===== config.mk =====
export PLATFORM = sky130hd
export DESIGN_NAME = boost_burst_ctrl
export DESIGN_NICKNAME = d
export VERILOG_FILES = /design/src/rtl/bb_pkg.sv /design/src/rtl/bb_sync.sv /design/src/rtl/bb_lfsr.sv /design/src/rtl/bb_period_rom.sv /design/src/rtl/bb_pulse_fsm.sv /design/src/rtl/boost_burst_ctrl.sv
export SDC_FILE = /design/constraint.sdc
export NUM_CORES = 1
export LEC_CHECK = 0
export ABC_AREA = 1
export ABC_CLOCK_PERIOD_IN_PS = 1980
export BUFFER_PORTS_ARGS = -buffer_cell sky130_fd_sc_hd__buf_2
export CAP_MARGIN = 20
export CORE_ASPECT_RATIO = 1.2
export CORE_MARGIN = 1.5
export CORE_UTILIZATION = 40
export CTS_BUF_LIST = sky130_fd_sc_hd__clkbuf_8
export DETAILED_ROUTE_END_ITERATION = 8
export SYNTH_ARGS = -nofsm -noshare
export SYNTH_HDL_FRONTEND = slang
export SYNTH_SLANG_ARGS = --single-unit

===== constraint.sdc =====
create_clock -name clk -period 1.98 [get_ports clk]
set_input_delay 0.198 -clock clk [delete_from_list [all_inputs] [get_ports clk]]
set_output_delay 0.198 -clock clk [all_outputs]
set_load 0.01 [all_outputs]

===== src/rtl/bb_pkg.sv =====
`timescale 1ns/1ps
package bb_pkg;

   localparam int unsigned IDX_W      = 4;
   localparam int unsigned PERIOD_MIN = 12;
   localparam int unsigned PERIOD_MAX = 60;
   localparam int unsigned PERIOD_NOM = 24;

   typedef enum logic {
      ST_IDLE = 1'b0,
      ST_RUN  = 1'b1
   } burst_state_e;

   // Spread table: mean over states 1..15 is 360/15 = 24 cycles.
   function automatic int unsigned spread_period(input logic [IDX_W-1:0] idx);
      case (idx)
         4'd1:    return 12;
         4'd2:    return 12;
         4'd3:    return 13;
         4'd4:    return 14;
         4'd5:    return 15;
         4'd6:    return 16;
         4'd7:    return 17;
         4'd8:    return 18;
         4'd9:    return 20;
         4'd10:   return 22;
         4'd11:   return 24;
         4'd12:   return 28;
         4'd13:   return 34;
         4'd14:   return 55;
         4'd15:   return 60;
         default: return PERIOD_NOM;
      endcase
   endfunction

endpackage


===== src/rtl/bb_sync.sv =====
`timescale 1ns/1ps
module bb_sync #(
   parameter int STAGES = 2
) (
   input  logic clk,
   input  logic rst_n,
   input  logic d_async,
   output logic q_sync
);
   logic [STAGES-1:0] chain_q;

   genvar gi;
   generate
      for (gi = 0; gi < STAGES; gi++) begin : g_stage
         always_ff @(posedge clk or negedge rst_n) begin
            if (!rst_n) begin
               chain_q[gi] <= 1'b0;
            end else begin
               chain_q[gi] <= (gi == 0) ? d_async : chain_q[(gi == 0) ? 0 : gi-1];
            end
         end
      end
   endgenerate

   assign q_sync = chain_q[STAGES-1];
endmodule


===== src/rtl/bb_lfsr.sv =====
`timescale 1ns/1ps
module bb_lfsr #(
   parameter int          W    = 4,
   parameter logic [W-1:0] SEED = 1
) (
   input  logic         clk,
   input  logic         rst_n,
   input  logic         advance,
   output logic [W-1:0] state,
   output logic [W-1:0] state_next
);
   logic fb;

   generate
      if (W == 4) begin : g_w4
         assign fb = state[3] ^ state[2];
      end else if (W == 5) begin : g_w5
         assign fb = state[4] ^ state[2];
      end else if (W == 6) begin : g_w6
         assign fb = state[5] ^ state[4];
      end else if (W == 7) begin : g_w7
         assign fb = state[6] ^ state[5];
      end else begin : g_w8
         assign fb = state[W-1] ^ state[W-3] ^ state[W-4] ^ state[W-5];
      end
   endgenerate

   assign state_next = {state[W-2:0], fb};

   always_ff @(posedge clk or negedge rst_n) begin
      if (!rst_n) begin
         state <= SEED;
      end else if (advance) begin
         state <= state_next;
      end
   end
endmodule


===== src/rtl/bb_period_rom.sv =====
`timescale 1ns/1ps
module bb_period_rom
   import bb_pkg::*;
#(
   parameter int CNT_W  = 6,
   parameter bit SPREAD = 1'b1
) (
   input  logic [IDX_W-1:0] idx,
   output logic [CNT_W-1:0] period
);
   generate
      if (SPREAD) begin : g_spread
         assign period = CNT_W'(spread_period(idx));
      end else begin : g_fixed
         logic [IDX_W-1:0] unused_idx;
         assign unused_idx = idx;
         assign period     = CNT_W'(PERIOD_NOM);
      end
   endgenerate
endmodule


===== src/rtl/bb_pulse_fsm.sv =====
`timescale 1ns/1ps
module bb_pulse_fsm
   import bb_pkg::*;
#(
   parameter int CNT_W     = 6,
   parameter int ON_CYCLES = 6
) (
   input  logic             clk,
   input  logic             rst_n,
   input  logic             shutdown,
   input  logic             rail_low_s,
   input  logic [CNT_W-1:0] period_now,
   input  logic [CNT_W-1:0] period_nxt,
   output logic             sw_gate,
   output logic             running,
   output logic             advance
);
   localparam logic [CNT_W-1:0] ON_C = CNT_W'(ON_CYCLES);

   burst_state_e     state_q;
   logic [CNT_W-1:0] cnt_q;
   logic [CNT_W-1:0] per_q;
   logic             want;
   logic             last;

   assign want    = rail_low_s && !shutdown;
   assign last    = (state_q == ST_RUN) && (cnt_q == per_q - 1'b1);
   assign advance = last && !shutdown;
   assign running = (state_q == ST_RUN);
   assign sw_gate = running && (cnt_q < ON_C) && !shutdown;

   always_ff @(posedge clk or negedge rst_n) begin
      if (!rst_n) begin
         state_q <= ST_IDLE;
         cnt_q   <= '0;
         per_q   <= '0;
      end else if (shutdown) begin
         state_q <= ST_IDLE;
         cnt_q   <= '0;
      end else begin
         case (state_q)
            ST_IDLE: begin
               if (want) begin
                  state_q <= ST_RUN;
                  cnt_q   <= '0;
                  per_q   <= period_now;
               end
            end
            default: begin
               if (last) begin
                  cnt_q <= '0;
                  if (want) begin
                     per_q <= period_nxt;
                  end else begin
                     state_q <= ST_IDLE;
                  end
               end else begin
                  cnt_q <= cnt_q + 1'b1;
               end
            end
         endcase
      end
   end
endmodule


===== src/rtl/boost_burst_ctrl.sv =====
`timescale 1ns/1ps
module boost_burst_ctrl
   import bb_pkg::*;
#(
   parameter int CODE_W      = 4,
   parameter int SYNC_STAGES = 2,
   parameter int LFSR_W      = 4,
   parameter int LFSR_SEED   = 1,
   parameter int ON_CYCLES   = 6,
   parameter bit SPREAD_EN   = 1'b1
) (
   input  logic              clk,
   input  logic              rst_n,
   input  logic              shutdown,
   input  logic              rail_low,
   input  logic [CODE_W-1:0] vref_sel,
   output logic [CODE_W-1:0] vref_code,
   output logic              sw_gate,
   output logic              drv_oe,
   output logic              burst_active
);
   localparam int CNT_W = $clog2(PERIOD_MAX + 1);

   generate
      if (SYNC_STAGES < 2) begin : g_bad_sync
         $error("SYNC_STAGES must be at least 2");
      end
      if (LFSR_W < 4 || LFSR_W > 8) begin : g_bad_lfsr
         $error("LFSR_W must lie in 4..8");
      end
      if (LFSR_SEED == 0) begin : g_bad_seed
         $error("LFSR_SEED must be nonzero");
      end
      if (ON_CYCLES < 1 || ON_CYCLES >= PERIOD_MIN) begin : g_bad_on
         $error("ON_CYCLES must be shorter than the shortest period");
      end
   endgenerate

   logic              rail_low_s;
   logic [LFSR_W-1:0] lfsr_q;
   logic [LFSR_W-1:0] lfsr_n;
   logic [CNT_W-1:0]  period_now;
   logic [CNT_W-1:0]  period_nxt;
   logic              advance;

   always_ff @(posedge clk or negedge rst_n) begin
      if (!rst_n) begin
         vref_code <= '0;
      end else begin
         vref_code <= vref_sel;
      end
   end

   assign drv_oe = !shutdown;

   bb_sync #(.STAGES(SYNC_STAGES)) u_sync (
      .clk     (clk),
      .rst_n   (rst_n),
      .d_async (rail_low),
      .q_sync  (rail_low_s)
   );

   bb_lfsr #(.W(LFSR_W), .SEED(LFSR_W'(LFSR_SEED))) u_lfsr (
      .clk        (clk),
      .rst_n      (rst_n),
      .advance    (advance),
      .state      (lfsr_q),
      .state_next (lfsr_n)
   );

   bb_period_rom #(.CNT_W(CNT_W), .SPREAD(SPREAD_EN)) u_rom_now (
      .idx    (lfsr_q[IDX_W-1:0]),
      .period (period_now)
   );

   bb_period_rom #(.CNT_W(CNT_W), .SPREAD(SPREAD_EN)) u_rom_nxt (
      .idx    (lfsr_n[IDX_W-1:0]),
      .period (period_nxt)
   );

   bb_pulse_fsm #(.CNT_W(CNT_W), .ON_CYCLES(ON_CYCLES)) u_fsm (
      .clk        (clk),
      .rst_n      (rst_n),
      .shutdown   (shutdown),
      .rail_low_s (rail_low_s),
      .period_now (period_now),
      .period_nxt (period_nxt),
      .sw_gate    (sw_gate),
      .running    (burst_active),
      .advance    (advance)
   );
endmodule


==> results.cfg <==
[setup_path]
rrSetupSlack_ps = 210
critPathSlowestCell = dfrtp_1
timing.rr.end = u_fsm.per_q[2]
critPathMaxStageDelay_ps = 420
cp_cell_sequence = nand2_1, inv_1, nor2_2, inv_1, ha_1, a21oi_1, o21ai_0, o211ai_1, nand2_1, nand2_1, nand3_1, nand2_1
worst-path-max-fanout = 4
arrival_ps = 1980
r2r_cells = 12
crit_type = reg -> reg
crit_top_cell = nand2_1
worst-path-buf-inv = 2
worstPathRequired_ps = 2190
crit-reg2reg-launch = u_lfsr.state[3]
critical-path-top-delay-family = simple AND/OR/NAND/NOR gates
critPathLaunchType = flop
end_kind = flop

[sta]
slew_viol_final = 0
setup_viol = 0
period_share = 0.893
fin_crit_ps = 1770
finalHoldViolCount = 0
rsz0062_at_grt = false
fin_setup_tns_ps = 0
max_freq_mhz = 565
worst_pin_slew_ps = 535
slew_headroom = 0.642
final.setup.worst_slack_ps = 211
fin_skew_ps = 7.70

[routing]
drtPass1Iterations = 4
drtIter0Drc = 48
routed_via_density = 4.95
vias = 1322
top_layer = met4
wl_um = 3080
wl_met2_um = 1590
wl_met3_um = 57
drc_errors = 0
final_antenna_net_count = 0
m1WireLength_um = 1390
wire_per_inst_um = 11.5

[clocking]
h-tree-depth = 1
clkSinkCount = 23
clockBufferDepth = 2
cts_buffers = 3
clk_pin_slew_worst_paths_ps = 90
cts-root-buf = clkbuf_8
cts_tree = done
clkLatencyLatePin_ps = 270

[global_route]
grt_pass1_wl_um = 5360
antenna_found_initial = 0
grt_pass1_vias = 1225
grt_max_degree = 24
track_usage = 0.166
overflow = 0

[place]
dp_hpwl_um = 2430
place_ws_ps = 186
io_buffer_count = 14
routabilityCongestion = 0.942
place_inst = 261

[cells_and_area]
drive_above_1_share = 0.171
diodes = 0
fin_util = 0.480
final_nets = 248
area_growth_pct = 15.0
layout.cells.non_filler = 267

[floorplanning]
ios = 15
initial_core_util = 0.417
num_rows = 24
core_um2 = 3600
fp.dieH_um = 70.2
die_w_um = 59.0
die-area_um2 = 4140

[synthesis]
synth_cells = 204
yosysTopAreaCell = dfrtp_1
synth-seq-area-share = 0.384
syn_avg_cell_area_um2 = 7.37
synth_nets = 223
synth_top_cell_area_share = 0.366
synth.distinct_cells = 23
synth_area_leaders = dfrtp_1, nand2_1, ha_1
syn_area_um2 = 1500
ys_ff_latch = 23
yosys_warnings = 0

[min_path]
min-delay-start = rail_low
min_path_type = in -> reg
min_to = u_sync.chain_q[0]
whs_path_depth = 1

[power_and_ir_drop]
leakage_nw = 0.879
ir_worst_vdd_uv = 454
powerDensity_nw_per_um2 = 538

[run_status]
status = complete, no violations

[run]
maxCapViolCount = 0
==> Yosys cell counts <==
| master | count |
|---|---|
| dfrtp_1 | 22 |
| inv_1 | 25 |
| nor2_1 | 15 |
| a21oi_1 | 9 |
| buf_2 | 3 |
| nand2_4 | 2 |
| nand3_2 | 1 |
| nor2_2 | 2 |
| inv_2 | 4 |
| nor3_1 | 2 |
| nand3_1 | 15 |
| dfstp_2 | 1 |
| nand4_2 | 1 |
| a21oi_2 | 1 |
| ha_1 | 11 |
| o22ai_1 | 4 |
| a211oi_1 | 1 |
| nand2_1 | 60 |
| o31ai_1 | 2 |
| o211ai_1 | 1 |
| xor2_1 | 5 |
| o21ai_0 | 16 |
| a2111oi_0 | 1 |
==> metal layers <==
layer  vias up  global-route usage
li1        705                   -
met1       593               0.227
met2        20               0.262
met3         4              0.0222
met4         0              0.0682
met5         -                   0
==> area by class of cell <==
| type | count | area [µm²] |
|---|---|---|
| fillers | 390 | 1870 |
| multi-input cells | 149 | 806 |
| flip-flops and latches | 23 | 577 |
| repair buffers | 23 | 140 |
| inverters | 29 | 109 |
| well taps | 39 | 48.8 |
| clock buffers | 3 | 41.3 |
| clock inverters | 1 | 7.51 |
==> cell families (layout without fill, tap and decap cells) <==
| group | Yosys count | in the layout | share of synthesized area |
|---|---|---|---|
| AOI/OAI and AO/OA | 35 | 35 | 0.131 |
| xor gates and xnor gates | 5 | 5 | 0.0291 |
| adders and majority gates | 11 | 11 | 0.0915 |
| buffers and inverters | 32 | 56 | 0.0824 |
| DFF | 23 | 23 | 0.384 |
| and+or+nand+nor | 98 | 98 | 0.282 |
==> how the worst max path moves through the flow <==
stage | from | slack, ps | depth (start not counted) | end
floorplan | u_lfsr.state[2] | 260 | 13 | u_fsm.per_q[2]
global placement | u_lfsr.state[3] | 170 | 12 | u_fsm.per_q[2]
detailed placement | u_lfsr.state[3] | 190 | 12 | u_fsm.per_q[2]
CTS | u_lfsr.state[3] | 150 | 12 | u_fsm.per_q[2]
global route | u_fsm.per_q[1] | 2 | 13 | u_fsm.per_q[1]
finish | u_lfsr.state[3] | 210 | 12 | u_fsm.per_q[2]
==> power by group <==
group          switching, mW  leakage [nW]  internal, mW
registers             0.0180         0.297         0.489
clock network          0.161        0.0217         0.142
logic                 0.0769         0.560        0.0423
==> repair_timing <==
action | 4_1_cts | 5_1_grt
resized for setup | 0 | 1
endpoints found under the hold margin | 22 | 0
hold buffers | 1 | 0
setup buffers | 0 | 1
setup endpoints to repair | 0 | 4
==> cells in the final DEF, fill, tap and decap left out <==
master,instances
o22ai_1,4
nand4_2,1
dlygate4sd3_1,1
buf_4,8
o21ai_0,16
nand2_1,60
clkinvlp_4,1
a211oi_1,1
o211ai_1,1
dfstp_2,1
nand2_4,2
buf_2,14
a21oi_1,9
nor2_1,14
nor2_2,3
inv_1,25
nor3_1,2
clkbuf_8,3
nand3_2,1
a2111oi_0,1
o31ai_1,2
xor2_1,5
inv_2,4
a21oi_2,1
ha_1,11
nand3_1,15
dfrtp_1,22
==> flip-flops by register name (all words and copies together) (netlist names) <==
signal and cells:
u_sync.chain_q 1, u_fsm.cnt_q 6, u_lfsr.state 4, u_fsm.running 1, u_fsm.per_q 6, u_sync.q_sync 1, vref_code 4
==> worst register-to-register path, cell delays in order (launching register included) <==
cell	delay [ps]
dfrtp_1	420
nand2_1	130
inv_1	90
nor2_2	130
inv_1	90
ha_1	200
a21oi_1	130
o21ai_0	120
o211ai_1	100
nand2_1	60
nand2_1	60
nand3_1	70
nand2_1	90
==> metrics by stage <==
step                      instance area [µm²]  hold WS, ps  total power [mW]
final                                    1730         24.8             0.930
after global routing                     1730         11.5             0.985
after CTS                                1720         21.6             0.944
after detailed placement                 1660          207             0.636
after global placement                   1660          203             0.634
after floorplan                          1500        -97.6             0.591
Note: power is estimated with default switching activity, not from simulation.
